### config.mk
export PLATFORM = sky130hd
export DESIGN_NAME = ext_irq_sense
export DESIGN_NICKNAME = d
export VERILOG_FILES = /design/src/rtl/eis_pkg.sv /design/src/rtl/eis_regs.sv /design/src/rtl/eis_chan.sv /design/src/rtl/ext_irq_sense.sv
export SDC_FILE = /design/constraint.sdc
export NUM_CORES = 1
export LEC_CHECK = 0
export ABC_AREA = 1
export CAP_MARGIN = 5
export CORE_UTILIZATION = 40
export CTS_CLUSTER_SIZE = 25
export DETAILED_ROUTE_END_ITERATION = 6
export DONT_BUFFER_PORTS = 1
export SYNTH_ARGS = -nofsm -noshare
export SYNTH_HDL_FRONTEND = slang
export SYNTH_HIERARCHICAL = 1
export SYNTH_SLANG_ARGS = --single-unit
### constraint.sdc
create_clock -name clk -period 1.6 [get_ports clk]
set_input_delay 0.16 -clock clk [delete_from_list [all_inputs] [get_ports clk]]
set_output_delay 0.16 -clock clk [all_outputs]
set_load 0.03 [all_outputs]
### src/rtl/eis_pkg.sv
// Package: shared encodings for the external interrupt sense unit.
// Assumes a 2-bit register address space with three used locations.
package eis_pkg;

    typedef enum logic [1:0] {
        SENSE_LOW  = 2'b00,
        SENSE_ANY  = 2'b01,
        SENSE_FALL = 2'b10,
        SENSE_RISE = 2'b11
    } sense_e;

    localparam int ADDR_W = 2;

    localparam logic [ADDR_W-1:0] REG_CTRL = 2'd0;
    localparam logic [ADDR_W-1:0] REG_EN   = 2'd1;
    localparam logic [ADDR_W-1:0] REG_CLR  = 2'd2;

endpackage

### src/rtl/eis_regs.sv
// Module: configuration registers of the sense unit.
// Holds the control word and the enable mask. Produces a 2-bit sense mode per channel and
// a one-cycle clear mask from writes to the clear address.
// Assumes the edge-only channels follow the full ones, and that their mode's top bit is fixed at 1.
module eis_regs #(
    parameter int NFULL = 2,
    parameter int NEDGE = 1,
    localparam int NCH  = NFULL + NEDGE,
    localparam int DW   = 2 * NFULL + NEDGE
) (
    input  logic                       clk,
    input  logic                       rst_n,
    input  logic                       wr_en,
    input  logic [eis_pkg::ADDR_W-1:0] wr_addr,
    input  logic [DW-1:0]              wr_data,
    output logic [2*NCH-1:0]           mode,
    output logic [NCH-1:0]             en,
    output logic [NCH-1:0]             clr
);
    import eis_pkg::*;

    logic [DW-1:0]  ctrl_q;
    logic [NCH-1:0] en_q;

    // Purpose: capture control and enable writes; other addresses leave them alone.
    always_ff @(posedge clk) begin
        if (!rst_n) begin
            ctrl_q <= '0;
            en_q   <= '0;
        end else if (wr_en) begin
            case (wr_addr)
                REG_CTRL: ctrl_q <= wr_data;
                REG_EN:   en_q   <= wr_data[NCH-1:0];
                default:  ;
            endcase
        end
    end

    // Purpose: decode a write-1-to-clear strobe for the flags.
    always_comb begin
        clr = '0;
        if (wr_en && wr_addr == REG_CLR) clr = wr_data[NCH-1:0];
    end

    assign en = en_q;

    // Full channels read their two control bits; edge-only channels force the edge family.
    for (genvar k = 0; k < NCH; k++) begin : g_mode
        if (k < NFULL) begin : g_full
            assign mode[2*k +: 2] = ctrl_q[2*k +: 2];
        end else begin : g_edge
            assign mode[2*k +: 2] = {1'b1, ctrl_q[2*NFULL + (k - NFULL)]};
        end
    end

endmodule

### src/rtl/eis_chan.sv
// Module: one sense channel.
// Samples its pin once per clock and detects edges against the previous sample. It keeps a
// sticky flag in the edge modes and forms the request. Assumes the pin is already synchronous
// enough for a single sample register, and that the sample history idles high.
module eis_chan (
    input  logic            clk,
    input  logic            rst_n,
    input  logic            pin,
    input  eis_pkg::sense_e mode,
    input  logic            en,
    input  logic            clr,
    input  logic            ack,
    output logic            flag,
    output logic            irq,
    output logic            evt,
    output logic            level,
    output logic            flag_raw
);
    import eis_pkg::*;

    logic pin_q;
    logic pin_p;
    logic flag_q;
    logic rise;
    logic fall;

    // Purpose: sample the pin and keep one cycle of history for edge detection.
    always_ff @(posedge clk) begin
        if (!rst_n) begin
            pin_q <= 1'b1;
            pin_p <= 1'b1;
        end else begin
            pin_q <= pin;
            pin_p <= pin_q;
        end
    end

    assign rise  = pin_q & ~pin_p;
    assign fall  = ~pin_q & pin_p;
    assign level = (mode == SENSE_LOW);

    // Purpose: select which transition counts as an event for the current mode.
    always_comb begin
        case (mode)
            SENSE_ANY:  evt = rise | fall;
            SENSE_FALL: evt = fall;
            SENSE_RISE: evt = rise;
            default:    evt = 1'b0;
        endcase
    end

    // Purpose: sticky flag; an event outranks a clear, and level mode holds the flag at zero.
    always_ff @(posedge clk) begin
        if (!rst_n)          flag_q <= 1'b0;
        else if (level)      flag_q <= 1'b0;
        else if (evt)        flag_q <= 1'b1;
        else if (clr || ack) flag_q <= 1'b0;
    end

    assign flag     = flag_q & ~level;
    assign flag_raw = flag_q;
    assign irq      = en & (level ? ~pin_q : flag_q);

endmodule

### src/rtl/ext_irq_sense.sv
// Module: external interrupt sense unit, top level.
// Combines the configuration registers with NFULL full-featured channels and NEDGE
// edge-only channels. Assumes bus writes take effect at the clock that samples them.
module ext_irq_sense #(
    parameter int NFULL = 2,
    parameter int NEDGE = 1,
    localparam int NCH  = NFULL + NEDGE,
    localparam int DW   = 2 * NFULL + NEDGE
) (
    input  logic                       clk,
    input  logic                       rst_n,
    input  logic [NCH-1:0]             pin_i,
    input  logic                       wr_en_i,
    input  logic [eis_pkg::ADDR_W-1:0] wr_addr_i,
    input  logic [DW-1:0]              wr_data_i,
    input  logic [NCH-1:0]             ack_i,
    output logic [NCH-1:0]             flag_o,
    output logic [NCH-1:0]             irq_o
);
    import eis_pkg::*;

    logic [2*NCH-1:0] mode_w;
    logic [NCH-1:0]   en_w;
    logic [NCH-1:0]   clr_w;
    logic [NCH-1:0]   evt_w;
    logic [NCH-1:0]   level_w;
    logic [NCH-1:0]   flag_raw_w;

    eis_regs #(.NFULL(NFULL), .NEDGE(NEDGE)) u_regs (
        .clk     (clk),
        .rst_n   (rst_n),
        .wr_en   (wr_en_i),
        .wr_addr (wr_addr_i),
        .wr_data (wr_data_i),
        .mode    (mode_w),
        .en      (en_w),
        .clr     (clr_w)
    );

    for (genvar k = 0; k < NCH; k++) begin : g_chan
        eis_chan u_chan (
            .clk      (clk),
            .rst_n    (rst_n),
            .pin      (pin_i[k]),
            .mode     (sense_e'(mode_w[2*k +: 2])),
            .en       (en_w[k]),
            .clr      (clr_w[k]),
            .ack      (ack_i[k]),
            .flag     (flag_o[k]),
            .irq      (irq_o[k]),
            .evt      (evt_w[k]),
            .level    (level_w[k]),
            .flag_raw (flag_raw_w[k])
        );
    end

endmodule

==> Word level (Yosys, flattened, before mapping) <==
Cells that the tools add are included.
{ "classes": {"n_eq_ne": 8, "mux": 13, "n_bitwise": 25, "n_reduce_logical": 16} }
{ "ops": {"columns": ["cell", "n"], "rows": [
  ["$and 1x1->1", 12],
  ["$not 1->1", 11],
  ["$eq 2x2->1 const B", 5],
  ["$mux 1", 9],
  ["$logic_not 2->1", 4],
  ["$eq 2x1->1 const B", 3],
  ["$pmux 1 s3", 2],
  ["$reduce_bool 2->1", 3],
  ["$reduce_or 2->1", 3],
  ["$reduce_and 2->1", 2],
  ["$logic_or 1x1->1", 3],
  ["$mux 3", 1],
  ["$or 1x1->1", 2],
  ["$pmux 1 s2", 1],
  ["$logic_and 1x1->1", 1]
]} }
{ "totals": {"ff_bits": 17, "input_bits": 16, "output_inout_bits": 6, "elab_cells": 73} }

==> Longest topological paths before layout <==
Gate-level depths: netlist of the first run.
{ "depth": {"ltp_word": 6, "depth_mapped": 7, "ltp_nobuf": 7} }

==> Cells and area by module <==
Netlist of the first run, hierarchy kept.
{ "by_module_without_submodules": {"columns": ["module", "n_inst", "cells_each", "area_per_inst_um2", "seq_area_each_um2"], "rows": [
  ["eis_chan", 3, 29, 191.4, 60.1],
  ["eis_regs", 1, 60, 377.9, 160.2]
]} }

==> Least setup slack after synthesis of the first run <==
OpenSTA, ideal clock, no wires.
{ "synth_timing": {"path_kind": "register to output", "start": "register u_regs.ctrl_q[1]", "end": "output irq_o[0]", "arrival_ns": 1.064, "required_ns": 1.440, "slack_ns": 0.376, "stages_incl_launch_ff": 4, "path_buffers": 0, "path_cell_list": "dfxtp_1 > nor2_2 > nor2_2 > o21a_1"} }
{ "synth_between": {"elab_chain_cells": 3} }
{ "synth_rtl": {"columns": ["element", "line_no", "rtl"], "rows": [
  ["from (decl)", "eis_regs.sv:22", "logic [DW-1:0] ctrl_q;"],
  ["from (signal assigned)", "eis_regs.sv:32", "REG_CTRL: ctrl_q <= wr_data;"],
  ["$logic_not 2->1", "eis_chan.sv:40", "assign level = (mode == SENSE_LOW);"],
  ["via level_w[0]", "ext_irq_sense.sv:26", "logic [NCH-1:0] level_w;"],
  ["$mux 1", "eis_chan.sv:62", "assign irq = en & (level ? ~pin_q : flag_q);"],
  ["$and 1x1->1", "eis_chan.sv:62", null],
  ["to (decl)", "ext_irq_sense.sv:18", "output logic [NCH-1:0] irq_o"]
]} }
The timed path passes the listed nets, and every way through them passes these cells.

==> Worst setup path after layout of the first run <==
{ "layout_timing": {"start": "input rst_n", "end": "register g_chan[1].u_chan.pin_q"} }
{ "layout_lines": {"columns": ["element", "line_no", "rtl"], "rows": [
  ["from (decl)", "ext_irq_sense.sv:11", "input logic rst_n,"],
  ["to (signal assigned)", "eis_chan.sv:33", "pin_q <= pin;"],
  ["to (decl)", "eis_chan.sv:21", "logic pin_q;"]
]} }
No word-level cell between the ends.

==> results of run 1 <==
-- sequential cells by signal (all words and copies together) (netlist names) --
signal,count
u_regs/ctrl_q,5
g_chan.u_chan/pin_q,3
g_chan.u_chan/pin_p,3
u_regs/en,3
g_chan.u_chan/flag_raw,3
-- area by class of cell --
type,instances,area [sq um],area share (%)
Inverter,33,124,11.7
Multi-Input combinational cell,91,459,43.4
Tap cell,28,35.0,3.31
Timing Repair Buffer,8,72.6,6.86
Sequential cell,17,340,32.2
Clock buffer,4,26.3,2.49
-- worst reg2reg max path: stages, from the launching register on --
cell and delay (ns):
dfxtp_1 0.37, inv_1 0.07, ha_1 0.28, o21ai_1 0.13, nand2_1 0.08, a21oi_2 0.11
-- how the worst max path moves through the flow --
| stage | end | cells after the start | slack (ns) |
|---|---|---|---|
| CTS | g_chan[1].u_chan/pin_q | 3 | 0.07 |
| global route | g_chan[1].u_chan/pin_q | 3 | 0.02 |
| finish | g_chan[1].u_chan/pin_q | 3 | 0.08 |
| global placement | irq_o[1] | 4 | 0.51 |
| floorplan | irq_o[0] | 3 | 0.38 |
| detailed placement | irq_o[0] | 4 | 0.52 |
-- where the power goes --
| part | switching, mW | internal (mW) | leakage (nW) | total [mW] |
|---|---|---|---|---|
| clock | 0.126 | 0.0966 | 0.0150 | 0.222 |
| combinational | 0.0673 | 0.0442 | 0.373 | 0.111 |
| sequential | 0.0154 | 0.442 | 0.140 | 0.458 |
-- layer usage --
| layer | vias up | routed length, um | global-route usage, % |
|---|---|---|---|
| met4 | 0 | 10 | 6.94 |
| met3 | 2 | 69 | 1.82 |
| met2 | 15 | 872 | 28.4 |
| met5 | - | 0 | 0 |
| li1 | 445 | - | - |
| met1 | 368 | 848 | 19.3 |
-- through the flow --
| step | std cells | instance area [sq um] | utilization [%] | hold slack (ns) |
|---|---|---|---|---|
| 3_3_place_gp | 172 | 981 | 44.3 | 0.233 |
| 2_1_floorplan | 144 | 941 | - | 0.229 |
| 6_report | 181 | 1060 | 47.8 | 0.0110 |
| 4_1_cts | 180 | 1050 | 47.3 | 0.000231 |
| 3_5_place_dp | 172 | 981 | 44.3 | 0.234 |
| 5_1_grt | 181 | 1060 | 47.8 | 0.00233 |
==> metrics.txt, run 1 <==
CP peak stage delay=0.88 ns; GPL Wtd Cong=0.762; clk_lat worst skew=0.28 ns; fin crit share=95.0%; CTS Buf Count=3; Crit. End Element=flip-flop; Worst path slowest cell=dlygate4sd3_1; worst setup path class=in2reg; total power=0.792 mW; layout cells sized above 1=14.4%; pre-CTS setup slack=0.515 ns; Die H=50.5 um; reg2reg start=g_chan[1].u_chan/pin_q; min-delay src=rst_n; LEAKAGE=0.528 nW; reg2reg setup slack=0.49 ns; Cells after Synth=144; hold buffer count at cts=4; H-tree levels=1; number of synthesis warnings=6; Max Slew Vio Count=0; largest net degree at the start of global routing=15; Setup TNS=0 ns; status=finished clean; Remaining Overflow, GRT=0; drt wl/cell=9.95 um; Detail Placement HPWL=1350 um; crit path max fanout=14; type of origin of the critical path=input port; Core Region=2210 sq um; Mean Syn Cell Area=6.53 sq um; Rel. slew slack=63.4%; PostCTS Resize Cnt=0; Net Count, Synth=166; commonest non-fill, non-tap cells in the layout=33 x nand2_1, 27 x inv_1, 21 x nor2_1; Via density=4.59; WHS Endpoint=g_chan[0].u_chan/flag_raw; Post-CTS Setup Inserts=0; area delta synth->final=12.4%; Antenna diodes=0; Final min period=1.52 ns; Initial Utilization=42.5%; via count=830; Worst-Margin Slew=0.547 ns; drt first-iter violations=2; crit path from=rst_n; RSZ-0062 raised after global routing=false; cell row count=17; Data arrival, critical path=1.70 ns; clock root buffer=clkbuf_4; first-pass GRT wire length=3060 um; worst endpoint required time=1.78 ns; Final ANT Viol Nets=0; gr usage total=16.0%; port bufs=0; clock slew at reported path FFs=0.09 ns; Worst Skew=0.000879 ns; Routed WL=1800 um; Top delay family on crit path=buffers and inverters; Pre-Repair DR Iteration Count=4; Die Area=2550 sq um; Die Span X=50.5 um; Final WS setup=0.0808 ns; highest achievable clock rate=658 MHz; crit-path most repeated cell=dlygate4sd3_1; R2R Path End=g_chan[1].u_chan/flag_raw; vias in the first global route=757; I/O pin count=22; nets=176; Worst Path Buf+Inv=2; Max Cap Viol=0; Final Setup Violations=0; number of remaining DRC errors=0; worst-path cell chain=dlygate4sd3_1, nand2_1, dlygate4sd3_1; min-delay worst type=in2reg; Sink Count=17; CTS Buffer Depth=2; initial antenna violation count=0; fillers=251; Cell Pwr Density=749 nW/um^2; R2R depth=5; CTS tree=yes; Max rail drop VDD=0.487 mV; Hold Path Depth=2; Hold Violations, Final=0; most common cell after layout, fill and taps aside=nand2_1; synthesized cell area=941 sq um
Power figures use the tool's default switching activity.
==> run 2: changes to the inputs <==
- ABC_AREA: 1 -> not set
- CORE_UTILIZATION: 40 -> 50
==> metrics.txt, run 2 <==
Max rail drop VDD=0.568 mV (+17%); clk_lat worst skew=0.28 ns (about the same); drt wl/cell=12.1 um (+22%); Antenna diodes=0 (unchanged); reg2reg start=g_chan[0].u_chan/pin_q; fillers=148 (-41%); WHS Endpoint=u_regs/ctrl_q[1]; gr usage total=17.7% (+1.6 points); Die H=43.6 um (-14%); Remaining Overflow, GRT=0 (unchanged); Setup TNS=0 ns (unchanged); Initial Utilization=55.4% (+13 points); commonest non-fill, non-tap cells in the layout=22 x nand2_1, 17 x dfxtp_1, 8 x mux2i_1; I/O pin count=22 (unchanged); via count=668 (-20%); Final Setup Violations=0 (unchanged); layout cells sized above 1=10.0% (-4.4 points); Max Cap Viol=0 (unchanged); type of origin of the critical path=flip-flop; area delta synth->final=14.6%; nets=133 (-24%); Net Count, Synth=120 (-28%); Data arrival, critical path=1.26 ns (-0.44 ns); highest achievable clock rate=705 MHz (+7.0%); Final Instance Area=990 sq um (-6.4%); CTS Buf Count=3 (unchanged); Cells after Synth=98 (-32%); clock slew at reported path FFs=0.10 ns (about the same); number of synthesis warnings=6 (unchanged); first-pass GRT wire length=2450 um (-20%); CP peak stage delay=0.42 ns (-0.46 ns); Worst path slowest cell=dfxtp_1; max reg flops=5 (unchanged); initial antenna violation count=0 (unchanged); R2R Path End=g_chan[0].u_chan/flag_raw; fin crit share=88.7% (-6.2 points); Fin Hold WS=0.00940 ns (-0.00165 ns); Final ANT Viol Nets=0 (unchanged); drt first-iter violations=7 (+5); R2R depth=4 (-1); Core Region=1560 sq um (-30%); status=complete, but fails checks; total power=0.755 mW (-4.7%); GPL Wtd Cong=0.720 (-5.6%); instance area at placement=893 sq um (-8.9%); Biggest register=u_regs/ctrl_q; vias in the first global route=617 (-18%); min-delay src=rst_n; Die Area=1900 sq um (-26%); CTS tree=yes; H-tree levels=1 (unchanged); worst endpoint required time=1.44 ns (-0.34 ns); largest net degree at the start of global routing=13 (-2); Routed WL=1530 um (-15%); min-delay worst type=in2reg; synthesized cell area=863 sq um (-8.2%); PostCTS Resize Cnt=0 (unchanged); RSZ-0062 raised after global routing=false; number of remaining DRC errors=2 (+2); Crit. End Element=output port; Hold Violations, Final=0 (unchanged); Pre-Repair DR Iteration Count=6 (+2); crit path max fanout=6 (-8); CTS Buffer Depth=2 (unchanged); cell row count=14 (-3); Worst Skew=0.000680 ns (-0.000199 ns); reg2reg setup slack=0.32 ns (-0.17 ns); Final min period=1.42 ns (-0.0999 ns); worst setup path class=reg2out; Max Slew Vio Count=0 (unchanged); failing checks=DRC; clock root buffer=clkbuf_4; Detail Placement HPWL=1040 um (-24%); Die Span X=43.6 um (-14%); Mean Syn Cell Area=8.81 sq um (+35%); LEAKAGE=0.436 nW (-17%); Sink Count=17 (unchanged); Via density=5.30 (+16%); most common cell after layout, fill and taps aside=nand2_1; Hold Path Depth=2 (unchanged); port bufs=0 (unchanged); Cell Pwr Density=763 nW/um^2 (+1.8%); worst-path cell chain=nor2_1, nor2b_1, o21a_1
run 2: how the worst max path moves through the flow:
stage / startpoint / endpoint / depth (start not counted)
after CTS: u_regs/ctrl_q[1] / irq_o[0] / 3
after global placement: g_chan[1].u_chan/pin_q / g_chan[1].u_chan/flag_raw / 4
after detailed placement: g_chan[0].u_chan/pin_q / g_chan[0].u_chan/flag_raw / 4
after global routing: u_regs/ctrl_q[1] / irq_o[0] / 3
final: u_regs/ctrl_q[1] / irq_o[0] / 3
after floorplan: u_regs/ctrl_q[1] / irq_o[0] / 3
run 2: power by group:
part	leakage, nW	switching [mW]	internal [mW]
Sequential	0.139	0.0126	0.438
Clock	0.0150	0.132	0.0968
Combinational	0.282	0.0341	0.0418
run 2: layer usage:
layer / up-vias / part of all wire, % / GRT usage (%)
li1: 344 / - / -
met1: 302 / 50 / 22.6
met2: 20 / 44 / 27.5
met3: 2 / 5.6 / 4.17
met4: 0 / 0.33 / 9.38
met5: - / 0 / 0
run 2: critical path, delay by kind of cell (launching register included):
kind / cells / cell delay, ns
and+or+nand+nor: 2 / 0.22
DFF: 1 / 0.42
AOI/OAI and AO/OA: 1 / 0.33
run 2: per-stage QoR:
stage                     util (%)  instances  setup slack (ns)
after floorplan                  -         98             0.156
after global placement        57.3        115             0.371
after detailed placement      57.3        115             0.335
after CTS                     63.5        126             0.155
after global routing          63.5        126            0.0753
final                         63.5        126             0.181
run 2: cell type report:
type                    instances  area (sq um)  area share [%]
clock buffers                   4          26.3            2.65
multi-input cells              73           488            49.3
well taps                      16          20.0            2.02
flip-flops and latches         17           340            34.4
repair buffers                 10          92.6            9.36
inverters                       6          22.5            2.28
run 2: timing repair:
item                                   4_1_cts  5_1_grt
hold buffers                                 7        0
endpoints found under the hold margin       12        0
buffers inserted                             0        0
==> run 3: changes to the inputs <==
- clock period: 1.6 -> 1.7 ns (I/O delays scaled with it)
==> metrics.txt, run 3 (synthesized netlist as in run 2, its figures left out) <==
status=complete, but fails checks; failing checks=DRC; Remaining Overflow, GRT=0 (unchanged); highest achievable clock rate=699 MHz; Pre-Repair DR Iteration Count=6 (unchanged); Detail Placement HPWL=1040 um (unchanged); final non-filler cell total=123 (-2.4%); worst endpoint required time=1.53 ns (+0.09 ns); Die Area=1900 sq um (unchanged); Data arrival, critical path=1.26 ns (about the same); CTS tree=yes; H-tree levels=1 (unchanged); via count=645 (-3.4%); max reg flops=5 (unchanged); Core Region=1560 sq um (unchanged); Crit. End Element=output port; initial antenna violation count=0 (unchanged); drt wl/cell=11.9 um (-1.9%); routing usage on met2=27.2% (-0.30 points); final core occ=61.6% (-1.9 points); crit path max fanout=6 (unchanged); Final Setup Violations=0 (unchanged); vias in the first global route=606 (-1.8%); Max rail drop VDD=0.535 mV (-5.7%); port bufs=0 (unchanged); pre-CTS setup slack=0.435 ns (+0.100 ns); Cells after DPL=115 (unchanged); type of origin of the critical path=flip-flop; Antenna diodes=0 (unchanged); met1 GRT Util=21.1% (-1.5 points); worst setup path class=reg2out; Die H=43.6 um (unchanged); layout cells sized above 1=10.3% (+0.28 points); GPL Wtd Cong=0.720 (unchanged); largest net degree at the start of global routing=18 (+5); Post-CTS Setup Inserts=0 (unchanged); Max Slew Vio Count=0 (unchanged); commonest non-fill, non-tap cells in the layout=22 x nand2_1, 17 x dfxtp_1, 8 x mux2i_1; nets=130 (-2.3%); GRT met3 Usage=4.17% (unchanged); area delta synth->final=11.2%; Worst Skew=0.00137 ns (+0.000692 ns); Max Cap Viol=0 (unchanged); Fin Hold WS=0.0149 ns (+0.00549 ns); Initial Utilization=55.4% (unchanged); Cell Pwr Density=733 nW/um^2 (-3.9%); PostCTS Resize Cnt=0 (unchanged); CTS Buffer Depth=2 (unchanged); most common cell after layout, fill and taps aside=nand2_1; fillers=151 (+2.0%); Final WS setup=0.270 ns (+0.0897 ns); worst-path cell chain=nor2_1, nor2b_1, o21a_1; I/O pin count=22 (unchanged); clock slew at reported path FFs=0.10 ns (about the same); Via density=5.24 (-1.1%); Worst path slowest cell=dfxtp_1; Most Used Layer, Global Route=met2; cell row count=14 (unchanged); number of remaining DRC errors=2 (unchanged); CP peak stage delay=0.42 ns (about the same); Setup TNS=0 ns (unchanged); CTS Buf Count=3 (unchanged); RSZ-0062 raised after global routing=false; min-delay worst type=in2reg; drt first-iter violations=8 (+1); LEAKAGE=0.423 nW (-2.9%); Final min period=1.43 ns; gr usage total=17.1% (-0.59 points); hold buffer count at cts=4 (-3); Sink Count=17 (unchanged); Hold Violations, Final=0 (unchanged); clock root buffer=clkbuf_4; first-pass GRT wire length=2350 um (-4.0%); Biggest register=u_regs/ctrl_q; clk_lat worst skew=0.28 ns (about the same); fin crit share=84.1%; Routed WL=1460 um (-4.3%); Final ANT Viol Nets=0 (unchanged); Die Span X=43.6 um (unchanged)
run 3: cell count changes in the layout (fill, tap and decap cells not counted), sizes merged:
cell         change
dlygate4sd3      -3
run 3: final timing paths:
check	startpoint	endpoint	slack, ns	cells past startpoint
max	u_regs/ctrl_q[1]	irq_o[0]	0.27	3
min reg2reg	u_regs/en[1]	u_regs/en[1]	0.47	2
min	wr_data_i[3]	u_regs/ctrl_q[3]	0.01	2
max reg2reg	g_chan[0].u_chan/pin_q	g_chan[0].u_chan/flag_raw	0.42	4
run 3: cell type report:
cell class | count | area (sq um) | share of cell area, %
Timing Repair Buffer | 7 | 62.6 | 6.52
Tap cell | 16 | 20.0 | 2.09
Clock buffer | 4 | 26.3 | 2.74
Inverter | 6 | 22.5 | 2.35
Sequential cell | 17 | 340 | 35.5
Multi-Input combinational cell | 73 | 488 | 50.8
run 3: stage by stage:
step	instance area (sq um)	power (mW)
2_1_floorplan	863	0.482
3_3_place_gp	893	0.487
3_5_place_dp	893	0.488
4_1_cts	960	0.715
5_1_grt	960	0.737
6_report	960	0.704
run 3: power breakdown:
part | internal [mW] | switching (mW) | leakage [nW] | total, mW
Sequential | 0.412 | 0.0118 | 0.139 | 0.424
Combinational | 0.0348 | 0.0291 | 0.269 | 0.0639
Clock | 0.0911 | 0.125 | 0.0150 | 0.216
Total | 0.538 | 0.166 | 0.423 | 0.704
run 3: per-layer routing:
layer | vias to the layer above | share of wire, %
met5 | - | 0
met3 | 2 | 5.4
met1 | 288 | 50
met4 | 0 | 0.34
li1 | 339 | -
met2 | 16 | 44
run 3: critical path: cells and delay by family (launching register included):
kind / cells / cell delay [ns]
AOI/OAI and AO/OA: 1 / 0.33
and+or+nand+nor: 2 / 0.22
DFF: 1 / 0.42
